File: config.mk
export PLATFORM = sky130hd
export DESIGN_NAME = wordmove_engine
export DESIGN_NICKNAME = d
export VERILOG_FILES = /design/src/rtl/wm_pkg.sv /design/src/rtl/wm_ptr_half.sv /design/src/rtl/wm_cnt_reg.sv /design/src/rtl/wm_ctrl.sv /design/src/rtl/wordmove_engine.sv
export SDC_FILE = /design/constraint.sdc
export NUM_CORES = 1
export LEC_CHECK = 0
export BUFFER_PORTS_ARGS = -buffer_cell sky130_fd_sc_hd__buf_2
export CELL_PAD_IN_SITES_DETAIL_PLACEMENT = 2
export CELL_PAD_IN_SITES_GLOBAL_PLACEMENT = 2
export CORE_MARGIN = 1
export CORE_UTILIZATION = 25
export DETAILED_ROUTE_END_ITERATION = 6
export GPL_TIMING_DRIVEN = 0
export PLACE_DENSITY = 0.84
export RECOVER_POWER = 50
export SETUP_SLACK_MARGIN = 0.05
export SLEW_MARGIN = 30
export SYNTH_ARGS = -nofsm -noshare
export SYNTH_HDL_FRONTEND = slang
export SYNTH_SLANG_ARGS = --single-unit
File: constraint.sdc
create_clock -name clk -period 1.8 [get_ports clk]
set_input_delay 0.09 -clock clk [delete_from_list [all_inputs] [get_ports clk]]
set_output_delay 0.09 -clock clk [all_outputs]
set_load 0.01 [all_outputs]
File: src/rtl/wm_pkg.sv
package wm_pkg;
   typedef enum logic [1:0] {
      ST_IDLE,
      ST_RD_REQ,
      ST_RD_WAIT,
      ST_WR
   } wm_state_e;
endpackage

File: src/rtl/wm_ptr_half.sv
// One pointer field: stores the address bits only, pads to the half width
// with zeros, loads from the host and advances by STEP with wrap.
module wm_ptr_half #(
   parameter int HALF_W = 32,
   parameter int ADDR_W = 24,
   parameter int STEP   = 2
) (
   input  logic              clk,
   input  logic              rst_n,
   input  logic              load_en,
   input  logic [ADDR_W-1:0] load_val,
   input  logic              adv_en,
   output logic [HALF_W-1:0] q
);
   logic [ADDR_W-1:0] addr_q;

   initial begin
      assert (ADDR_W <= HALF_W) else $error("wm_ptr_half: ADDR_W exceeds HALF_W");
      assert (STEP > 0) else $error("wm_ptr_half: STEP must be positive");
   end

   always_ff @(posedge clk or negedge rst_n) begin
      if (!rst_n)       addr_q <= '0;
      else if (adv_en)  addr_q <= addr_q + ADDR_W'(STEP);
      else if (load_en) addr_q <= load_val;
   end

   generate
      if (ADDR_W == HALF_W) begin : g_full
         assign q = addr_q;
      end else begin : g_pad
         assign q = {{(HALF_W-ADDR_W){1'b0}}, addr_q};
      end
   endgenerate

   // one step per transfer, wrapping inside the address width
   assert_adv_step_R5: assert property (@(posedge clk) disable iff (!rst_n)
      adv_en |=> addr_q == $past(addr_q) + ADDR_W'(STEP));
endmodule

File: src/rtl/wm_cnt_reg.sv
// Count register: host load while idle, save of remaining count on interrupt.
module wm_cnt_reg #(
   parameter int CNT_W = 16
) (
   input  logic             clk,
   input  logic             rst_n,
   input  logic             load_en,
   input  logic [CNT_W-1:0] load_val,
   input  logic             save_en,
   input  logic [CNT_W-1:0] save_val,
   output logic [CNT_W-1:0] q
);
   initial begin
      assert (CNT_W >= 2) else $error("wm_cnt_reg: CNT_W too small");
   end

   always_ff @(posedge clk or negedge rst_n) begin
      if (!rst_n)       q <= '0;
      else if (save_en) q <= save_val;
      else if (load_en) q <= load_val;
   end
endmodule

File: src/rtl/wm_ctrl.sv
// Transfer sequencer: read request, read data, write, then advance/stop.
module wm_ctrl
   import wm_pkg::*;
#(
   parameter int CNT_W  = 16,
   parameter int DATA_W = 16
) (
   input  logic              clk,
   input  logic              rst_n,
   input  logic              start_i,
   input  logic              irq_i,
   input  logic [CNT_W-1:0]  cnt_i,
   output logic              rd_valid_o,
   input  logic              rd_ready_i,
   input  logic              rd_data_valid_i,
   input  logic [DATA_W-1:0] rd_data_i,
   output logic              wr_valid_o,
   input  logic              wr_ready_i,
   output logic [DATA_W-1:0] wr_data_o,
   output logic              adv_o,
   output logic              save_en_o,
   output logic [CNT_W-1:0]  save_val_o,
   output logic              busy_o,
   output logic              done_o,
   output logic              intr_o
);
   wm_state_e         state_q;
   logic [CNT_W-1:0]  work_q;
   logic [DATA_W-1:0] rbuf_q;
   logic              done_q;
   logic              intr_q;
   logic              wr_fire;
   logic              last_xfer;

   assign wr_fire    = (state_q == ST_WR) && wr_ready_i;
   assign last_xfer  = (work_q == CNT_W'(1));
   assign adv_o      = wr_fire;
   assign save_en_o  = wr_fire && !last_xfer && irq_i;
   assign save_val_o = work_q - CNT_W'(1);

   always_ff @(posedge clk or negedge rst_n) begin
      if (!rst_n) begin
         state_q <= ST_IDLE;
         work_q  <= '0;
         rbuf_q  <= '0;
         done_q  <= 1'b0;
         intr_q  <= 1'b0;
      end else begin
         done_q <= 1'b0;
         intr_q <= 1'b0;
         case (state_q)
            ST_IDLE: begin
               if (start_i) begin
                  if (cnt_i == '0) begin
                     done_q <= 1'b1;
                  end else begin
                     work_q  <= cnt_i;
                     state_q <= ST_RD_REQ;
                  end
               end
            end
            ST_RD_REQ: begin
               if (rd_ready_i) state_q <= ST_RD_WAIT;
            end
            ST_RD_WAIT: begin
               if (rd_data_valid_i) begin
                  rbuf_q  <= rd_data_i;
                  state_q <= ST_WR;
               end
            end
            ST_WR: begin
               if (wr_ready_i) begin
                  work_q <= work_q - CNT_W'(1);
                  if (last_xfer) begin
                     done_q  <= 1'b1;
                     state_q <= ST_IDLE;
                  end else if (irq_i) begin
                     intr_q  <= 1'b1;
                     state_q <= ST_IDLE;
                  end else begin
                     state_q <= ST_RD_REQ;
                  end
               end
            end
            default: state_q <= ST_IDLE;
         endcase
      end
   end

   assign rd_valid_o = (state_q == ST_RD_REQ);
   assign wr_valid_o = (state_q == ST_WR);
   assign wr_data_o  = rbuf_q;
   assign busy_o     = (state_q != ST_IDLE);
   assign done_o     = done_q;
   assign intr_o     = intr_q;

   // completion and interrupt never reported together
   assert_pulse_excl_R8: assert property (@(posedge clk) disable iff (!rst_n)
      !(done_o && intr_o));
   // read request held until accepted
   assert_rd_hold_R4: assert property (@(posedge clk) disable iff (!rst_n)
      rd_valid_o && !rd_ready_i |=> rd_valid_o);
   // write only after read data arrived
   assert_wr_after_rd_R4: assert property (@(posedge clk) disable iff (!rst_n)
      $rose(wr_valid_o) |-> $past(rd_data_valid_i));
   // no memory traffic while idle
   assert_idle_quiet_R7: assert property (@(posedge clk) disable iff (!rst_n)
      !busy_o |-> !rd_valid_o && !wr_valid_o);
   // a stop always follows a write handshake
   assert_stop_after_write_R2: assert property (@(posedge clk) disable iff (!rst_n)
      $fell(busy_o) |-> $past(wr_valid_o && wr_ready_i));
endmodule

File: src/rtl/wordmove_engine.sv
module wordmove_engine #(
   parameter int HALF_W = 32,
   parameter int ADDR_W = 24,
   parameter int DATA_W = 16,
   parameter int CNT_W  = 16
) (
   input  logic                clk,
   input  logic                rst_n,
   input  logic                ptr_we,
   input  logic [2*HALF_W-1:0] ptr_wdata,
   input  logic                cnt_we,
   input  logic [CNT_W-1:0]    cnt_wdata,
   input  logic                start,
   input  logic                irq,
   output logic [2*HALF_W-1:0] ptr_q,
   output logic [CNT_W-1:0]    cnt_q,
   output logic                busy,
   output logic                done,
   output logic                intr,
   output logic                rd_valid,
   input  logic                rd_ready,
   output logic [ADDR_W-1:0]   rd_addr,
   input  logic                rd_data_valid,
   input  logic [DATA_W-1:0]   rd_data,
   output logic                wr_valid,
   input  logic                wr_ready,
   output logic [ADDR_W-1:0]   wr_addr,
   output logic [DATA_W-1:0]   wr_data
);
   localparam int WORD_BYTES = DATA_W / 8;
   localparam int N_HALVES   = 2;

   initial begin
      assert (DATA_W % 8 == 0) else $error("wordmove_engine: DATA_W not byte multiple");
      assert (ADDR_W <= HALF_W) else $error("wordmove_engine: ADDR_W exceeds HALF_W");
   end

   logic             adv;
   logic             save_en;
   logic [CNT_W-1:0] save_val;
   logic             host_ok;

   assign host_ok = !busy;

   genvar h;
   generate
      for (h = 0; h < N_HALVES; h++) begin : g_ptr
         wm_ptr_half #(.HALF_W(HALF_W), .ADDR_W(ADDR_W), .STEP(WORD_BYTES)) u_half (
            .clk      (clk),
            .rst_n    (rst_n),
            .load_en  (ptr_we && host_ok),
            .load_val (ptr_wdata[h*HALF_W +: ADDR_W]),
            .adv_en   (adv),
            .q        (ptr_q[h*HALF_W +: HALF_W])
         );
      end
      if (ADDR_W < HALF_W) begin : g_unused_hi
         logic [2*(HALF_W-ADDR_W)-1:0] ptr_hi_unused;
         assign ptr_hi_unused = {ptr_wdata[2*HALF_W-1 -: HALF_W-ADDR_W],
                                 ptr_wdata[HALF_W-1 -: HALF_W-ADDR_W]};
      end
   endgenerate

   wm_cnt_reg #(.CNT_W(CNT_W)) u_cnt (
      .clk      (clk),
      .rst_n    (rst_n),
      .load_en  (cnt_we && host_ok),
      .load_val (cnt_wdata),
      .save_en  (save_en),
      .save_val (save_val),
      .q        (cnt_q)
   );

   wm_ctrl #(.CNT_W(CNT_W), .DATA_W(DATA_W)) u_ctrl (
      .clk             (clk),
      .rst_n           (rst_n),
      .start_i         (start),
      .irq_i           (irq),
      .cnt_i           (cnt_q),
      .rd_valid_o      (rd_valid),
      .rd_ready_i      (rd_ready),
      .rd_data_valid_i (rd_data_valid),
      .rd_data_i       (rd_data),
      .wr_valid_o      (wr_valid),
      .wr_ready_i      (wr_ready),
      .wr_data_o       (wr_data),
      .adv_o           (adv),
      .save_en_o       (save_en),
      .save_val_o      (save_val),
      .busy_o          (busy),
      .done_o          (done),
      .intr_o          (intr)
   );

   assign rd_addr = ptr_q[ADDR_W-1:0];
   assign wr_addr = ptr_q[HALF_W +: ADDR_W];

   // count register only changes on an interrupt stop while moving
   assert_cnt_hold_R6: assert property (@(posedge clk) disable iff (!rst_n)
      busy |=> $stable(cnt_q) || intr);
   // zero count finishes at once
   assert_zero_cnt_R7: assert property (@(posedge clk) disable iff (!rst_n)
      start && !busy && cnt_q == '0 |=> done && !busy);
   // pointers frozen while busy unless a transfer completes
   assert_ptr_frozen_R10: assert property (@(posedge clk) disable iff (!rst_n)
      busy && !(wr_valid && wr_ready) |=> $stable(ptr_q));
   // unused pointer bits read zero
   assert_ptr_hi_zero_R1: assert property (@(posedge clk) disable iff (!rst_n)
      ptr_q[HALF_W-1:ADDR_W] == '0 && ptr_q[2*HALF_W-1:HALF_W+ADDR_W] == '0);
endmodule

==> results of run 1 <==
[worst min-delay path, stage by stage]
cell                      delay (ps)
sky130_fd_sc_hd__buf_2            70
sky130_fd_sc_hd__mux2i_1          50
sky130_fd_sc_hd__o21ai_0         130
[where the power goes]
group	switching, mW	internal (mW)	leakage, nW
registers	1.87	3.41	1.17
clock network	1.07	0.986	0.132
logic	7.21	6.53	3.69
total	10.1	10.9	4.99
[cell type report]
cell class	count	area, sq um	share of cell area, %
multi-input combinational	452	3999	36.96
timing repair buffer	374	2605	24.08
sequential	100	2531	23.40
buffer	95	922.1	8.523
tap	319	399.1	3.689
clock buffer	11	242.7	2.244
inverter	18	70.07	0.6476
clock inverter	5	37.54	0.3469
antenna	5	12.51	0.1156
[metrics by stage]
stage,util [%],worst slack (ps)
after floorplan,-,-60.81
after global placement,32.75,-900.7
after detailed placement,32.91,-612.6
after CTS,40.74,-184.0
after global routing,45.67,-324.0
final,45.68,-308.5
[placed cells by master (no fill, tap or decap), types with 6 or more instances in the layout]
cell,Yosys,layout
sky130_fd_sc_hd__nand3_1,22,16
sky130_fd_sc_hd__nor4_4,1,7
sky130_fd_sc_hd__nor3_2,1,6
sky130_fd_sc_hd__dfrtp_1,100,77
sky130_fd_sc_hd__nand4_1,11,11
sky130_fd_sc_hd__nor2_1,58,35
sky130_fd_sc_hd__nor2_2,0,12
sky130_fd_sc_hd__nor3_4,2,7
sky130_fd_sc_hd__clkbuf_1,16,26
sky130_fd_sc_hd__a21oi_1,26,11
sky130_fd_sc_hd__o21ai_2,0,12
sky130_fd_sc_hd__dlygate4sd3_1,0,35
sky130_fd_sc_hd__dfrtp_2,0,23
sky130_fd_sc_hd__nor2_4,0,11
sky130_fd_sc_hd__a21oi_2,0,11
sky130_fd_sc_hd__o22ai_2,0,8
sky130_fd_sc_hd__nand2_1,64,44
sky130_fd_sc_hd__clkbuf_16,0,16
sky130_fd_sc_hd__xor2_1,7,7
sky130_fd_sc_hd__o21ai_1,1,7
sky130_fd_sc_hd__buf_2,10,198
sky130_fd_sc_hd__buf_6,3,42
sky130_fd_sc_hd__inv_1,18,12
sky130_fd_sc_hd__mux2i_1,36,34
sky130_fd_sc_hd__mux2_2,17,16
sky130_fd_sc_hd__xnor2_1,8,8
sky130_fd_sc_hd__conb_1,1,16
sky130_fd_sc_hd__o21ai_0,29,7
sky130_fd_sc_hd__a211oi_2,0,10
sky130_fd_sc_hd__buf_8,0,8
sky130_fd_sc_hd__buf_4,65,138
sky130_fd_sc_hd__nand2_2,0,12
sky130_fd_sc_hd__buf_12,1,12
[worst max path at each step]
stage                                          from                         end  depth (start not counted)
after floorplan                   u_ctrl.state_q[0]            u_ctrl.work_q[6]                          9
after detailed placement          u_ctrl.state_q[1]  g_ptr[1].u_half.addr_q[14]                          6
after global routing      g_ptr[0].u_half.addr_q[2]  g_ptr[0].u_half.addr_q[23]                          5
final                             u_ctrl.state_q[1]  g_ptr[0].u_half.addr_q[13]                          9
after global placement                        rst_n            u_ctrl.work_q[4]                          1
after CTS                         u_ctrl.state_q[1]            u_ctrl.work_q[7]                          8
[synth_stat cells, types with 6 or more instances]
library cell               count
sky130_fd_sc_hd__xnor2_1       8
sky130_fd_sc_hd__o21ai_0      29
sky130_fd_sc_hd__nand3_1      22
sky130_fd_sc_hd__nor3_1       14
sky130_fd_sc_hd__mux2_2       17
sky130_fd_sc_hd__nor2_1       58
sky130_fd_sc_hd__buf_4        65
sky130_fd_sc_hd__a311oi_1      8
sky130_fd_sc_hd__clkbuf_1     16
sky130_fd_sc_hd__dfrtp_1     100
sky130_fd_sc_hd__a211oi_1     13
sky130_fd_sc_hd__mux2i_1      36
sky130_fd_sc_hd__buf_2        10
sky130_fd_sc_hd__xor2_1        7
sky130_fd_sc_hd__inv_1        18
sky130_fd_sc_hd__nand2_1      64
sky130_fd_sc_hd__a21oi_1      26
sky130_fd_sc_hd__nand4_1      11
sky130_fd_sc_hd__o22ai_1      15
sky130_fd_sc_hd__nor4_1        6
sky130_fd_sc_hd__ha_1          9
[routing by layer]
metal	up-vias	part of all wire, %
met5	-	0.029
met4	2	6.3
met3	143	5.6
met2	347	53
met1	3701	36
li1	3077	-
[logic make-up after synthesis]
family	Yosys count	share of synthesized area, %
mux	53	9.042
xor+xnor	15	2.153
buf+inv	117	12.06
simple gates	222	18.76
other cells	1	0.06145
compound gates	137	15.07
flops	100	41.01
fa+ha+maj	9	1.845
[flip-flops by register name (all words and copies together) (netlist names)]
register	count
g_ptr.u_half.addr_q	48
u_cnt.q	16
u_ctrl.work_q	16
u_ctrl.wr_data_o	16
u_ctrl.state_q	2
u_ctrl.done_o	1
u_ctrl.intr_o	1
[timing repair]
item                                   CTS  global route
setup endpoints to repair               94            93
buffers inserted                        60            48
hold buffers                            34             1
endpoints found under the hold margin   80             1
pin swaps                               32            69
gates resized for setup                175           212
gates cloned                             7             6
==> flow_metrics.env, run 1 <==
export IMPL_timing_critical_path_slowest_cell_delay_ps=440
export IMPL_fill_cell_total_of_the_finished_layout=2518
export IMPL_rsz0062_at_grt="yes"
export IMPL_cp_buffers_inverters=3
export IMPL_synth_async_reset_ratio_pct=100.0
export IMPL_timing_final_ws_setup_ps=-308.5
export IMPL_hold_ws_ps=4.278
export IMPL_crit_share_post_route_pct=117.1
export IMPL_final_nets=1164
export IMPL_min_period_ps=2109
export IMPL_r2r_slack_ps=-310
export IMPL_rr_worst_depth=9
export IMPL_placement_cell_area_sq_mm=0.007794
export IMPL_power_per_cell_area_mw_per_mm2=1947
export IMPL_totalNegativeSetupSlack_ps=-8390
export IMPL_register_bit_total_from_synthesis=100
export IMPL_grt_overflow_total=0
export IMPL_slew_violations=0
export IMPL_synth_lib_cells_used_distinct=64
export IMPL_clk_path_buf_depth=2
export IMPL_placement_io_buffers=221
export IMPL_std_cell_rows=56
export IMPL_busiest_layer="met2"
export IMPL_min_delay_path_class="input port to flip-flop"
export IMPL_max_cap_violations=0
export IMPL_clkSinkCount=100
export IMPL_dp_hpwl_um=18850
export IMPL_clock_latency_ps=370
export IMPL_grt_antenna_before_repair=6
export IMPL_critical_path_slowest_cell="sky130_fd_sc_hd__dfrtp_2"
export IMPL_dieWidth_um=158.2
export IMPL_run_status="finished, violations left"
export IMPL_hold_path_startpoint="ptr_wdata[34]"
export IMPL_syn_instance_count=654
export IMPL_wirelength_um=37810
export IMPL_syn_avg_cell_area_sq_um=9.330
export IMPL_drive_above_1_share_pct=60.47
export IMPL_gr_usage_all_layers_pct=25.10
export IMPL_seq_area_frac_synth_pct=41.01
export IMPL_first_pass_grt_wire_length_um=46470
export IMPL_rr_endpoint="g_ptr[0].u_half.addr_q[13]"
export IMPL_synth_edf_count=0
export IMPL_cts_root_cell="sky130_fd_sc_hd__clkbuf_16"
export IMPL_post_synth_top_area_fraction_pct=41.01
export IMPL_detailroute_via_count=7270
export IMPL_postLayoutCellArea_sq_mm=0.01082
export IMPL_routedWlPerCell_um=27.42
export IMPL_clock_tree_from_tritoncts="yes"
export IMPL_drt_initial_drc_count=352
export IMPL_failed_checks="setup timing"
export IMPL_cp_max_fo=7
export IMPL_remaining_drc_errors=0
export IMPL_path_delay_family="buffers and inverters"
export IMPL_maxSlewHeadroom_pct=4.103
export IMPL_vias_per_cell=5.272
export IMPL_timing_hold_violations_final=0
export IMPL_use_met1_pct=26.92
export IMPL_cts_reportedPaths_clkPinSlew_ps=90
export IMPL_drt_pre_antenna_iters=4
export IMPL_final_antenna_net_count=0
export IMPL_synth_warnings=0
export IMPL_die_h_um=158.2
export IMPL_post_synth_main_area_contributors="sky130_fd_sc_hd__dfrtp_1 (41%), sky130_fd_sc_hd__buf_4 (8.0%), sky130_fd_sc_hd__mux2i_1 (5.9%), sky130_fd_sc_hd__nand2_1 (3.9%), sky130_fd_sc_hd__nor2_1 (3.6%)"
export IMPL_timing_final_setup_violations=79
export IMPL_r2r_start="u_ctrl.state_q[1]"
export IMPL_grt_pass1_vias=7564
export IMPL_synth_largest_area_cell="sky130_fd_sc_hd__dfrtp_1"
export IMPL_peakVddDrop_v=0.0006850
export IMPL_crit_path_category="flip-flop to flip-flop"
export IMPL_ios=254
export IMPL_grtUsageMet2_pct=47.49
export IMPL_ys_dominant_reg_cell="sky130_fd_sc_hd__dfrtp_1"
export IMPL_num_cts_buffers=9
export IMPL_worstSetupStartpointType="flip-flop"
export IMPL_worst_hold_path_endpoint="g_ptr[1].u_half.addr_q[2]"
export IMPL_timing_critical_path_cells="buf_6 > ha_4 > and2_4 > buf_12 > nor2_4 > buf_8 > nor2_1 > mux2i_1 > o21a_1"
export IMPL_core_sq_mm=0.02368
export IMPL_synth_cell_area_sq_mm=0.006102
export IMPL_maxClockFrequency_mhz=474.3
export IMPL_tightestPinTransition_ps=1438
export IMPL_total_leakage_power_nw=4.986
export IMPL_cts_htree_levels=3
export IMPL_hold_path_cell_count=3
export IMPL_total_power_mw=21.06
export IMPL_global_route_met3_utilization_pct=4.599
export IMPL_largest_net_degree_at_the_start_of_global_routing=54
export IMPL_floorplan_initialDensity_pct=25.77
export IMPL_critical_path_arrival_ps=2410
export IMPL_setup_worst_path_end_class="flip-flop"
export IMPL_relative_area_change_from_synthesis_to_final_layout_pct=77.30
export IMPL_full_die_area_sq_mm=0.02504
export IMPL_gp_routability_congestion=0.8032
export IMPL_final_cell_count_no_fill=1379
export IMPL_worst_clk_skew_ps=19.52
export IMPL_cp_required_ps=2100
export IMPL_numPlacedInstances=1210
(Power assumes the default switching activity.)
==> run 2, diff against run 1 <==
CORE_MARGIN = 2   (was 1)
==> run 2 against run 1 <==
Against the previous run:
- the run ends with hold timing, setup timing left
- via count is 2.7% lower
- cell area is 1.1% lower
- combinational power is 5% lower
- clock skew is 3.9 ps lower
- routed wire length is 4.7% lower
- die area is 2.5% higher
- setup slack worse by 21 ps
- register-to-register slack worse by 20 ps
- non-clock buffer count is 15 lower
- highest routed layer unchanged
==> flow_metrics.env, run 2 (synthesis results as in run 1) <==
export IMPL_vias_per_cell=5.179
export IMPL_clkSinkCount=100
export IMPL_drt_pre_antenna_iters=4
export IMPL_grt_overflow_total=0
export IMPL_worstSetupStartpointType="flip-flop"
export IMPL_layout_common_cells="sky130_fd_sc_hd__buf_2 (205), sky130_fd_sc_hd__buf_4 (133), sky130_fd_sc_hd__dfrtp_1 (74)"
export IMPL_regMostFlops="g_ptr.u_half.addr_q"
export IMPL_cp_required_ps=2050
export IMPL_final_cell_count_no_fill=1366
export IMPL_full_die_area_sq_mm=0.02567
export IMPL_total_leakage_power_nw=4.945
export IMPL_timing_hold_violations_final=1
export IMPL_drt_initial_drc_count=373
export IMPL_placement_io_buffers=221
export IMPL_cts_reportedPaths_clkPinSlew_ps=90
export IMPL_remaining_drc_errors=0
export IMPL_power_per_cell_area_mw_per_mm2=1945
export IMPL_maxClockFrequency_mhz=469.6
export IMPL_hold_ws_ps=-8.872
export IMPL_clock_latency_ps=360
export IMPL_seqPwrFrac_pct=25.8
export IMPL_timing_critical_path_slowest_cell_delay_ps=470
export IMPL_clock_tree_from_tritoncts="yes"
export IMPL_dieWidth_um=160.2
export IMPL_detailroute_via_count=7075
export IMPL_crit_start="g_ptr[1].u_half.addr_q[2]"
export IMPL_failed_checks="hold timing, setup timing"
export IMPL_floorplan_initialDensity_pct=25.31
export IMPL_grt_pass1_vias=7608
export IMPL_crit_share_post_route_pct=118.3
export IMPL_crit_path_category="flip-flop to flip-flop"
export IMPL_timing_final_ws_setup_ps=-329.7
export IMPL_critical_path_arrival_ps=2380
export IMPL_final_antenna_net_count=0
export IMPL_cts_htree_levels=3
export IMPL_timing_critical_path_cells="ha_2 > nand4_1 > buf_4 > nor4_4 > a211oi_2 > a311oi_2"
export IMPL_r2r_start="g_ptr[1].u_half.addr_q[2]"
export IMPL_numPlacedInstances=1215
export IMPL_sw_frac_of_total_pct=46.61
export IMPL_clock_power_share_pct=11.7
export IMPL_peakVddDrop_v=0.0007330
export IMPL_p_comb_share_pct=62.5
export IMPL_ios=254
export IMPL_max_cap_violations=0
export IMPL_layout_area_seq_sq_mm=0.002535
export IMPL_layout_cells_most_common="sky130_fd_sc_hd__buf_2"
export IMPL_cp_buffers_inverters=1
export IMPL_timing_final_setup_violations=77
export IMPL_drive_above_1_share_pct=60.44
export IMPL_routedWlPerCell_um=26.39
export IMPL_largest_net_degree_at_the_start_of_global_routing=53
export IMPL_net_switching_power_mw=9.702
export IMPL_path_delay_family="simple AND/OR/NAND/NOR gates"
export IMPL_core_sq_mm=0.02411
export IMPL_min_period_ps=2130
export IMPL_num_cts_buffers=9
export IMPL_first_pass_grt_wire_length_um=46370
export IMPL_fill_cell_total_of_the_finished_layout=2576
export IMPL_die_h_um=160.2
export IMPL_final_nets=1149
export IMPL_slew_violations=0
export IMPL_std_cell_rows=57
export IMPL_wirelength_um=36040
export IMPL_multiInputGateArea_sq_mm=0.003966
export IMPL_critical_path_slowest_cell="sky130_fd_sc_hd__dfrtp_2"
export IMPL_gp_routability_congestion=0.7792
export IMPL_rsz0062_at_grt="yes"
export IMPL_largest_register_ff_count=48
export IMPL_worst_clk_skew_ps=15.60
export IMPL_tightestPinTransition_ps=1416
export IMPL_pre_cts_slack_ps=-566.8
export IMPL_power_internal_mw=11.12
export IMPL_hold_path_startpoint="ptr_wdata[14]"
export IMPL_clk_path_buf_depth=2
export IMPL_cts_root_cell="sky130_fd_sc_hd__clkbuf_16"
export IMPL_dp_hpwl_um=18550
export IMPL_min_delay_path_class="input port to flip-flop"
export IMPL_grt_antenna_before_repair=5
export IMPL_setup_worst_path_end_class="flip-flop"
export IMPL_cp_max_fo=5
export IMPL_run_status="finished, violations left"
export IMPL_relative_area_change_from_synthesis_to_final_layout_pct=75.44
export IMPL_maxSlewHeadroom_pct=5.587
export IMPL_gr_usage_all_layers_pct=23.23
[run 2: power groups by stage]
stage | sequential [mW] | clock [mW] | combinational [mW]
after floorplan | 4.87 | 0 | 4.93
after global placement | 4.85 | 0 | 7.92
after detailed placement | 4.94 | 0 | 8.31
after CTS | 4.99 | 2.41 | 10.8
after global routing | 5.51 | 2.56 | 13.7
final | 5.37 | 2.43 | 13.0
[run 2: worst paths after layout]
path                                               to  slack (ps)  cells after the start
setup / recovery           g_ptr[1].u_half.addr_q[23]        -330                      6
hold / removal             g_ptr[0].u_half.addr_q[14]          -9                      3
setup reg to reg           g_ptr[1].u_half.addr_q[23]        -330                      6
hold reg to reg             g_ptr[0].u_half.addr_q[0]         510                      2
max in group asynchronous   g_ptr[1].u_half.addr_q[6]         200                      2
min in group asynchronous  g_ptr[0].u_half.addr_q[13]         620                      2
[run 2: cell type report]
cell class / count / share of cell area [%]
multi-input cells: 452 / 37.05
flip-flops and latches: 100 / 23.68
repair buffers: 359 / 23.52
plain buffers: 95 / 8.029
well taps: 324 / 3.787
clock buffers: 10 / 2.232
clock inverters: 5 / 1.005
inverters: 18 / 0.6311
diodes: 3 / 0.07013
[run 2: metal layers]
metal | routed length [um] | global-route usage [%] | vias up
met2 | 19060 | 44.20 | 307
met1 | 13390 | 25.16 | 3627
li1 | - | - | 3039
met3 | 1912 | 4.208 | 96
met5 | 36 | 0 | -
met4 | 1643 | 9.746 | 6
[run 2: timing repair]
| action | in CTS | in global routing |
|---|---|---|
| pin swaps | 44 | 68 |
| endpoints found under the setup margin | 94 | 92 |
| hold buffers | 29 | 1 |
| gates cloned | 8 | 4 |
| gates resized for setup | 195 | 171 |
| buffers inserted | 58 | 41 |
| endpoints found under the hold margin | 79 | 1 |
[run 2: tightest hold or removal path, stage by stage]
cell and delay (ps):
sky130_fd_sc_hd__buf_2 120, sky130_fd_sc_hd__nor2_4 70, sky130_fd_sc_hd__nor3_2 40
[run 2: stage by stage]
stage	hold slack [ps]	power [mW]	instance area [sq um]	utilization [%]	setup TNS (ps)
2_1_floorplan	-205.6	9.801	6251	-	-287.7
3_3_place_gp	282.3	12.77	7762	32.20	-93610
3_5_place_dp	42.42	13.25	7800	32.36	-30390
4_1_cts	1.034	18.16	9764	40.51	-3972
5_1_grt	-8.076	21.81	10700	44.39	-14530
6_report	-8.872	20.82	10710	44.41	-9814
